**src/rtl/tc_pkg.sv**
```systemverilog
package tc_pkg;
   localparam int BUS_W    = 8;
   localparam int FLAG_N   = 2;
   localparam int OVF_BIT  = 0;
   localparam int TICK_BIT = 1;
   localparam int PRE_W    = 4;   // widest prescale is 2^4
   localparam int PRE_LGW  = 3;

   typedef enum logic [1:0] {
      A_CNT_HI = 2'd0,
      A_CNT_LO = 2'd1,
      A_CTRL   = 2'd2,
      A_STAT   = 2'd3
   } tc_addr_e;

   typedef struct packed {
      logic       tick_ie;
      logic       ovf_ie;
      logic [1:0] tick_sel;
      logic [1:0] pre_sel;
   } tc_ctrl_t;

   localparam int CTRL_W = $bits(tc_ctrl_t);

   function automatic logic [PRE_LGW-1:0] pre_log2(input logic [1:0] sel);
      case (sel)
         2'd0:    return 3'd0;
         2'd1:    return 3'd2;
         2'd2:    return 3'd3;
         default: return 3'd4;
      endcase
   endfunction
endpackage

```
**src/rtl/tc_divider.sv**
```systemverilog
module tc_divider #(
   parameter int W   = 4,
   parameter int LGW = 3
) (
   input  logic           clk,
   input  logic           rst_n,
   input  logic [LGW-1:0] lg,
   output logic           pulse
);
   logic [W-1:0] q;
   logic [W-1:0] mask;

   generate
      if (W < 1) begin : g_bad
         $error("tc_divider: W must be at least 1");
      end
      if ((1 << LGW) <= W) begin : g_badlg
         $error("tc_divider: LGW too narrow for W");
      end
   endgenerate

   always_ff @(posedge clk) begin
      if (!rst_n) q <= '0;
      else        q <= q + 1'b1;
   end

   assign mask  = ~({W{1'b1}} << lg);
   assign pulse = ((q & mask) == mask);
endmodule

```
**src/rtl/tc_counter.sv**
```systemverilog
module tc_counter #(
   parameter int CNT_W = 16
) (
   input  logic             clk,
   input  logic             rst_n,
   input  logic             step,
   output logic [CNT_W-1:0] cnt,
   output logic             wrap_evt
);
   always_ff @(posedge clk) begin
      if (!rst_n)    cnt <= '0;
      else if (step) cnt <= cnt + 1'b1;
   end

   assign wrap_evt = step & (&cnt);
endmodule

```
**src/rtl/tc_flags.sv**
```systemverilog
module tc_flags #(
   parameter int N = 2
) (
   input  logic         clk,
   input  logic         rst_n,
   input  logic [N-1:0] set,
   input  logic [N-1:0] clr,
   output logic [N-1:0] q
);
   for (genvar i = 0; i < N; i++) begin : g_flag
      always_ff @(posedge clk) begin
         if (!rst_n)      q[i] <= 1'b0;
         else if (set[i]) q[i] <= 1'b1;   // set beats clear
         else if (clr[i]) q[i] <= 1'b0;
      end
   end
endmodule

```
**src/rtl/tc_regs.sv**
```systemverilog
module tc_regs
   import tc_pkg::*;
#(
   parameter int CNT_W = 16
) (
   input  logic              clk,
   input  logic              rst_n,
   input  logic              bus_wr,
   input  logic              bus_rd,
   input  logic [1:0]        bus_addr,
   input  logic [BUS_W-1:0]  bus_wdata,
   output logic [BUS_W-1:0]  bus_rdata,
   input  logic [CNT_W-1:0]  cnt,
   input  logic [FLAG_N-1:0] flags,
   output tc_ctrl_t          ctrl,
   output logic [FLAG_N-1:0] flag_clr
);
   localparam int HI_W = CNT_W - BUS_W;

   logic [BUS_W-1:0] lo_hold;
   logic             hold_v;
   logic             unused_wbits;

   assign unused_wbits = ^bus_wdata[BUS_W-1:CTRL_W];

   always_ff @(posedge clk) begin
      if (!rst_n) begin
         ctrl    <= '0;
         lo_hold <= '0;
         hold_v  <= 1'b0;
      end else begin
         if (bus_wr && bus_addr == A_CTRL)
            ctrl <= tc_ctrl_t'(bus_wdata[CTRL_W-1:0]);
         if (bus_rd && bus_addr == A_CNT_HI) begin
            lo_hold <= cnt[BUS_W-1:0];
            hold_v  <= 1'b1;
         end else if (bus_rd && bus_addr == A_CNT_LO) begin
            hold_v  <= 1'b0;
         end
      end
   end

   assign flag_clr = (bus_wr && bus_addr == A_STAT) ? bus_wdata[FLAG_N-1:0] : '0;

   always_comb begin
      case (bus_addr)
         A_CNT_HI: bus_rdata = BUS_W'(cnt[CNT_W-1:BUS_W]);
         A_CNT_LO: bus_rdata = hold_v ? lo_hold : cnt[BUS_W-1:0];
         A_CTRL:   bus_rdata = BUS_W'(ctrl);
         default:  bus_rdata = BUS_W'(flags);
      endcase
   end

   generate
      if (HI_W < 1 || HI_W > BUS_W) begin : g_badw
         $error("tc_regs: count must span more than one and at most two bytes");
      end
   endgenerate
endmodule

```
**src/rtl/tc_timebase.sv**
```systemverilog
module tc_timebase
   import tc_pkg::*;
#(
   parameter int CNT_W     = 16,
   parameter int TICK_LOG2 = 12
) (
   input  logic        clk,
   input  logic        rst_n,
   input  logic        bus_wr,
   input  logic        bus_rd,
   input  logic [1:0]  bus_addr,
   input  logic [7:0]  bus_wdata,
   output logic [7:0]  bus_rdata,
   output logic        irq
);
   localparam int TDIV_W = TICK_LOG2 + 3;
   localparam int TLG_W  = $clog2(TDIV_W + 1);

   generate
      if (CNT_W <= BUS_W || CNT_W > 2 * BUS_W) begin : g_badcnt
         $error("tc_timebase: CNT_W must lie in (BUS_W, 2*BUS_W]");
      end
      if (TICK_LOG2 < 1) begin : g_badtick
         $error("tc_timebase: TICK_LOG2 must be positive");
      end
   endgenerate

   tc_ctrl_t            ctrl;
   logic                pre_pulse;
   logic                tick_pulse;
   logic                wrap_evt;
   logic [CNT_W-1:0]    cnt_q;
   logic [FLAG_N-1:0]   flag_q;
   logic [FLAG_N-1:0]   flag_set;
   logic [FLAG_N-1:0]   flag_clr;
   logic [FLAG_N-1:0]   flag_en;
   logic [TLG_W-1:0]    tick_lg;

   assign tick_lg = TLG_W'(TICK_LOG2) + TLG_W'(ctrl.tick_sel);

   tc_divider #(.W(PRE_W), .LGW(PRE_LGW)) u_pre (
      .clk(clk), .rst_n(rst_n), .lg(pre_log2(ctrl.pre_sel)), .pulse(pre_pulse)
   );

   tc_divider #(.W(TDIV_W), .LGW(TLG_W)) u_tick (
      .clk(clk), .rst_n(rst_n), .lg(tick_lg), .pulse(tick_pulse)
   );

   tc_counter #(.CNT_W(CNT_W)) u_cnt (
      .clk(clk), .rst_n(rst_n), .step(pre_pulse), .cnt(cnt_q), .wrap_evt(wrap_evt)
   );

   always_comb begin
      flag_set           = '0;
      flag_set[OVF_BIT]  = wrap_evt;
      flag_set[TICK_BIT] = tick_pulse;
      flag_en            = '0;
      flag_en[OVF_BIT]   = ctrl.ovf_ie;
      flag_en[TICK_BIT]  = ctrl.tick_ie;
   end

   tc_flags #(.N(FLAG_N)) u_flags (
      .clk(clk), .rst_n(rst_n), .set(flag_set), .clr(flag_clr), .q(flag_q)
   );

   tc_regs #(.CNT_W(CNT_W)) u_regs (
      .clk(clk), .rst_n(rst_n),
      .bus_wr(bus_wr), .bus_rd(bus_rd), .bus_addr(bus_addr),
      .bus_wdata(bus_wdata), .bus_rdata(bus_rdata),
      .cnt(cnt_q), .flags(flag_q), .ctrl(ctrl), .flag_clr(flag_clr)
   );

   assign irq = |(flag_q & flag_en);
endmodule

```
**config.mk**
```make
export PLATFORM = sky130hd
export DESIGN_NAME = tc_timebase
export DESIGN_NICKNAME = d
export VERILOG_FILES = /design/src/rtl/tc_pkg.sv /design/src/rtl/tc_divider.sv /design/src/rtl/tc_counter.sv /design/src/rtl/tc_flags.sv /design/src/rtl/tc_regs.sv /design/src/rtl/tc_timebase.sv
export SDC_FILE = /design/constraint.sdc
export NUM_CORES = 1
export LEC_CHECK = 0
export BUFFER_PORTS_ARGS = -buffer_cell sky130_fd_sc_hd__buf_2
export CAP_MARGIN = 40
export CORE_ASPECT_RATIO = 1.5
export CORE_MARGIN = 2
export CORE_UTILIZATION = 60
export DETAILED_ROUTE_END_ITERATION = 8
export HOLD_SLACK_MARGIN = 0.05
export PLACE_DENSITY = 0.8
export SLEW_MARGIN = 20
export SYNTH_ARGS = -nofsm -noshare
export SYNTH_HDL_FRONTEND = slang
export SYNTH_HIERARCHICAL = 1
export SYNTH_SLANG_ARGS = --single-unit
```
**constraint.sdc**
```tcl
create_clock -name clk -period 3.3 [get_ports clk]
set_input_delay 0.33 -clock clk [delete_from_list [all_inputs] [get_ports clk]]
set_output_delay 0.33 -clock clk [all_outputs]
set_load 0.1 [all_outputs]
```
* Yosys cells after proc, flatten, opt, wreduce, memory -nomap -nowiden *
Cells that the tools add are included.

storage, ports and cells
  input bits = 14
  register bits after elaboration = 52
  word-level logic and storage cells = 51

operators by class
  bitwise gates (word level) = 6
  shift operators = 2
  equality and inequality tests = 7
  multiplexer cells = 10
  reduce and logical (&&, ||, !) cells = 11
  add/sub/neg operators = 4

operators by type and width
  operator                                                              count
  8-bit one-hot mux with 3 select lines                                 1
  16-bit by 1-bit adder with 16-bit output (second input constant)      1
  16-bit AND reduction                                                  1
  15-bit by 1-bit adder with 15-bit output (second input constant)      1
  15-bit bitwise AND                                                    1
  15-bit == test                                                        1
  15-bit inverter                                                       1
  15-bit by 4-bit left shift with 15-bit output (first input constant)  1
  3-bit one-hot mux with 3 select lines                                 1
  8-bit two-way mux                                                     1
  2-bit == test (second input constant)                                 3
  1-bit two-way mux                                                     6
  2-bit nonzero test                                                    3
  3-bit by 3-bit adder with 4-bit output (first input constant)         1
  4-bit by 1-bit adder with 4-bit output (second input constant)        1
  4-bit bitwise AND                                                     1
  2-bit by 1-bit == test with 1-bit output (second input constant)      2
  4-bit == test                                                         1
  1-bit logical AND                                                     4
  2-bit logical NOT                                                     2
  4-bit inverter                                                        1
  4-bit by 3-bit left shift with 4-bit output (first input constant)    1
  2-bit bitwise AND                                                     1
  2-bit two-way mux                                                     1
  2 further kinds                                                       2

* Depth between registers and ports, before layout *
  word-level depth = 8
  gate-level depth with buffers = 11
  gate-level depth less buffers = 10

* Modules after synthesis *
Netlist, hierarchy kept.

modules (own cells, without submodules)
  module                area an instance (um2)  cells an instance  instances  sequential area each (um2)
  tc_regs               862.1                   91                 1          300.3
  tc_divider at u_tick  853.3                   99                 1          300.3
  tc_counter            789.5                   84                 1          320.3
  tc_divider at u_pre   176.4                   18                 1          80.1
  tc_flags              82.6                    6                  1          40.0
  tc_timebase           45.0                    6                  1          0.0

* Worst setup path after synthesis *
No wires, ideal clock.

  kind = input-to-output
  start = input port bus_addr[0]
  end = output port bus_rdata[6]
  setup slack = -49 ps
  arrival time = 3019 ps
  data required time = 2970 ps
  stages = 4
  cell sequence = buf_2 > buf_2 > nor2_1 > a211oi_1

between the ends
  longest elaborated chain between the ends = 2

RTL lines
  item                                         RTL line           source
  start: declaration                           tc_timebase.sv:11  input logic [1:0] bus_addr,
  2-bit == test, or another cell as far along  tc_regs.sv:46      case (bus_addr)
  8-bit one-hot mux with 3 select lines (*)    tc_regs.sv:46
  end: declaration                             tc_timebase.sv:13  output logic [7:0] bus_rdata,

Every way passes the cells marked *; elsewhere a longest branch is shown, timed or not.

* Worst setup path in the final report *
  start = register u_regs/ctrl[0] (netlist name)
  end = register u_cnt.cnt[15]

between the ends
  longest elaborated chain between the ends = 6

RTL lines
  item                                             RTL line           source
  2-bit == test, or another cell as far along      tc_pkg.sv:26       case (sel)
  3-bit one-hot mux with 3 select lines (*)        tc_pkg.sv:26
  4-bit by 3-bit left shift with 4-bit output (*)  tc_divider.sv:27   assign mask = ~({W{1'b1}} << lg);
  4-bit inverter (*)                               tc_divider.sv:27
  4-bit bitwise AND                                tc_divider.sv:28   assign pulse = ((q & mask) == mask);
  4-bit == test (*)                                tc_divider.sv:28
  net pre_pulse                                    tc_timebase.sv:29  logic pre_pulse;
  end signal: assignment                           tc_counter.sv:12   else if (step) cnt <= cnt + 1'b1;
  end: declaration                                 tc_counter.sv:7    output logic [CNT_W-1:0] cnt,

Mark *: on every way through the listed nets, which the timed path passes. The rest lies on a longest branch.
A chain may end at the register's enable or synchronous reset.

==> metrics.md <==
| Metric | Value |
|---|---|
| IO Port Bufs | 20 |
| Chip height | 87.8 µm |
| Top cell type's share of synthesized area | 0.371 |
| Vias/cell | 5.76 |
| Num rows | 30 |
| CP Class | register to register |
| Final wirelength | 5.49 mm |
| Max FO, Critical Path | 7 |
| RSZ-0062 raised after global routing | no |
| Initial antenna violation count | 0 |
| WL/cell | 14.6 µm |
| Number of global-route vias before repair | 2013 |
| First-pass DRT Iterations | 5 |
| Ys Warns | 6 |
| Area leader, netlist | dfxtp_1 |
| Count of cell types in the netlist | 50 |
| Initial Utilization | 0.624 |
| Seq cells post-synth | 52 |
| Post-synthesis cell area | 2810 µm² |
| Initial DRC count | 125 |
| Worst Max-Slew Pin Slew | 681 ps |
| Critical path endpoint category | register |
| Area growth, synth to finish | 9.00% |
| Residual DRC count | 0 |
| CP required | 3510 ps |
| Leakage power | 1.27 nW |
| HPWL after DPL | 3.93 mm |
| Max_slew headroom | 0.546 |
| CP Data Arrival Time | 2830 ps |
| Num CTS Buffers | 5 |
| PostCTS Resize Cnt | 0 |
| Post-Syn Area per Cell | 9.24 µm² |
| Cells after Synth | 304 |
| Max-slew violations | 0 |
| Seq/Total Area, Yosys | 0.371 |
| Antenna-violating nets left | 0 |
| Diode count | 0 |
| Die Wd | 59.9 µm |
| Fraction of layout cells with a size suffix above 1 | 0.137 |
| Sink Count | 52 |
| Min Tclk post-route | 2620 ps |
| H-tree levels | 2 |
| Pwr dens | 411 nW/µm² |
| CTS tree | done |
| Maxcap violations | 0 |
| Final setup fails | 0 |
| Worst IR drop on VDD | 463 µV |
| Final Hold Viols | 0 |
| DIE AREA | 5260 µm² |
| IO Pins | 23 |
| Root buffer cell | clkbuf_8 |
| Final clock skew | 8.27 ps |
| GRT Residual Overflow | 0 |
| Fin crit share | 0.795 |
| Number of synthesized flops with an enable pin | 0 |
| Clock slew at reported path FFs | 90 ps |
| Synth area leaders | dfxtp_1 37%, mux2i_1 7.5%, and2_1 5.3% |
| Core Region | 4500 µm² |
| All-layer global routing usage | 0.227 |
| FMAX | 381 MHz |
| First-pass GRT wire length | 9.09 mm |
| Status | complete, no violations |
| Clk_lat worst skew | 310 ps |
| Via Count | 2164 |
| Routability cong. | 0.900 |
| Post-CTS setup buffers | 0 |
| Ys async rst share | 0 |
| Largest net degree at the start of global routing | 59 |
| Power Total | 1.26 mW |
| Total Nets Final | 346 |
| CTS Hold Bufs | 0 |
| Clock Tree Buf Depth | 2 |
| Final core occ | 0.680 |
| Main synth FF type | dfxtp_1 |
| CP Launch Type | register |
| Min-delay worst type | input port to register |
==> power by group <==
part / internal, mW / switching [mW] / leakage, nW
Combinational: 0.0560 / 0.0956 / 0.791
Sequential: 0.643 / 0.0252 / 0.421
Clock: 0.225 / 0.213 / 0.0541
==> layer usage <==
metal  wire length (µm)  GRT usage
met1               2160      0.256
met4                119     0.0828
met2               3060      0.414
met5                  0          0
met3                152     0.0384
==> worst max-delay path, stage by stage (launching register included) <==
cell and delay [ps]:
dfxtp_1 390, inv_1 60, ha_1 270, inv_1 40
inv_1 40, o21ai_1 60, a221oi_2 610, nand4_2 320
nor4_4 440, nand3_1 160, mux2i_1 130
==> cell usage after synthesis (2+ instances only) <==
library cell  instances
nor2b_4               2
o21ai_0               8
or3_1                 3
a21oi_1               4
nor2b_1              13
and2_1               24
mux4_2                2
a21o_1                4
nand3_1              19
a211oi_1              6
nor4_1                3
and3_1                2
and4_1                3
a31oi_1               2
nor4_4                2
nor3_1                5
xor2_1               10
nand4_1               6
nor2_1               12
nand2_1              24
a22oi_1               2
mux2_4                2
nand2b_1              9
buf_2                 4
xnor2_1              11
buf_4                 3
o21a_1                2
nand3b_1              3
a21boi_0              7
inv_1                 8
mux2i_1              21
a21boi_1              2
ha_1                  5
dfxtp_1              52
clkbuf_1              4
==> flip-flops by register name, summed over array words and instances, names as in the netlist <==
signal	count
u_cnt/cnt	16
u_flags/q	2
u_pre/q	4
u_regs/ctrl	6
u_regs/hold_v	1
u_regs/lo_hold	8
u_tick/q	15
==> area by class of cell <==
class                           count  area, µm²
Clock buffer                        5       68.8
Clock inverter                      3       42.5
Fill cell                         361       1440
Inverter                            8       30.0
Multi-Input combinational cell    238       1690
Sequential cell                    52       1040
Tap cell                           48       60.1
Timing Repair Buffer               22        128
==> final timing paths <==
path | from | endpoint | slack (ps) | cells past startpoint
min | bus_wdata[5] | u_regs/ctrl[5] | 280 | 3
max reg2reg | u_regs/ctrl[0] | u_cnt/cnt[15] | 680 | 10
min reg2reg | u_tick/q[14] | u_tick/q[14] | 480 | 2
max | u_regs/ctrl[0] | u_cnt/cnt[15] | 680 | 10
==> stage by stage <==
step	instances	setup TNS (ps)	hold WS (ps)	instance area, µm²	setup slack (ps)
after floorplan	311	-98.4	443	2840	-49.2
after global placement	367	0	462	2930	793
after detailed placement	367	0	475	2930	704
after CTS	375	0	278	3040	691
after global routing	376	0	272	3060	456
final	376	0	280	3060	676
==> kinds of logic after synthesis <==
family	synth area share
flip-flops	0.371
XOR/XNOR	0.0655
AND/OR/NAND/NOR	0.295
multiplexers	0.102
adder cells (fa/ha/maj)	0.0223
buffers and inverters	0.0365
AO/OA/AOI/OAI	0.107
other	0.00134
==> placed cells by master (no fill, tap or decap), types with 3 or more instances in the layout <==
master / n
buf_2: 20
a211oi_1: 6
nor2_1: 12
dfxtp_1: 52
xnor2_1: 11
clkbuf_8: 5
or3_1: 3
inv_1: 8
a21oi_1: 4
nand2_1: 24
nand2b_1: 9
and4_1: 3
a21o_1: 4
conb_1: 8
o21ai_0: 8
nand3b_1: 3
nor3_1: 5
nor4_1: 3
nand4_1: 6
nor2b_1: 13
nand3_1: 19
ha_1: 5
mux2i_1: 21
xor2_1: 10
a21boi_0: 7
and2_1: 24
No activity file was read; power rests on OpenSTA's default activity.
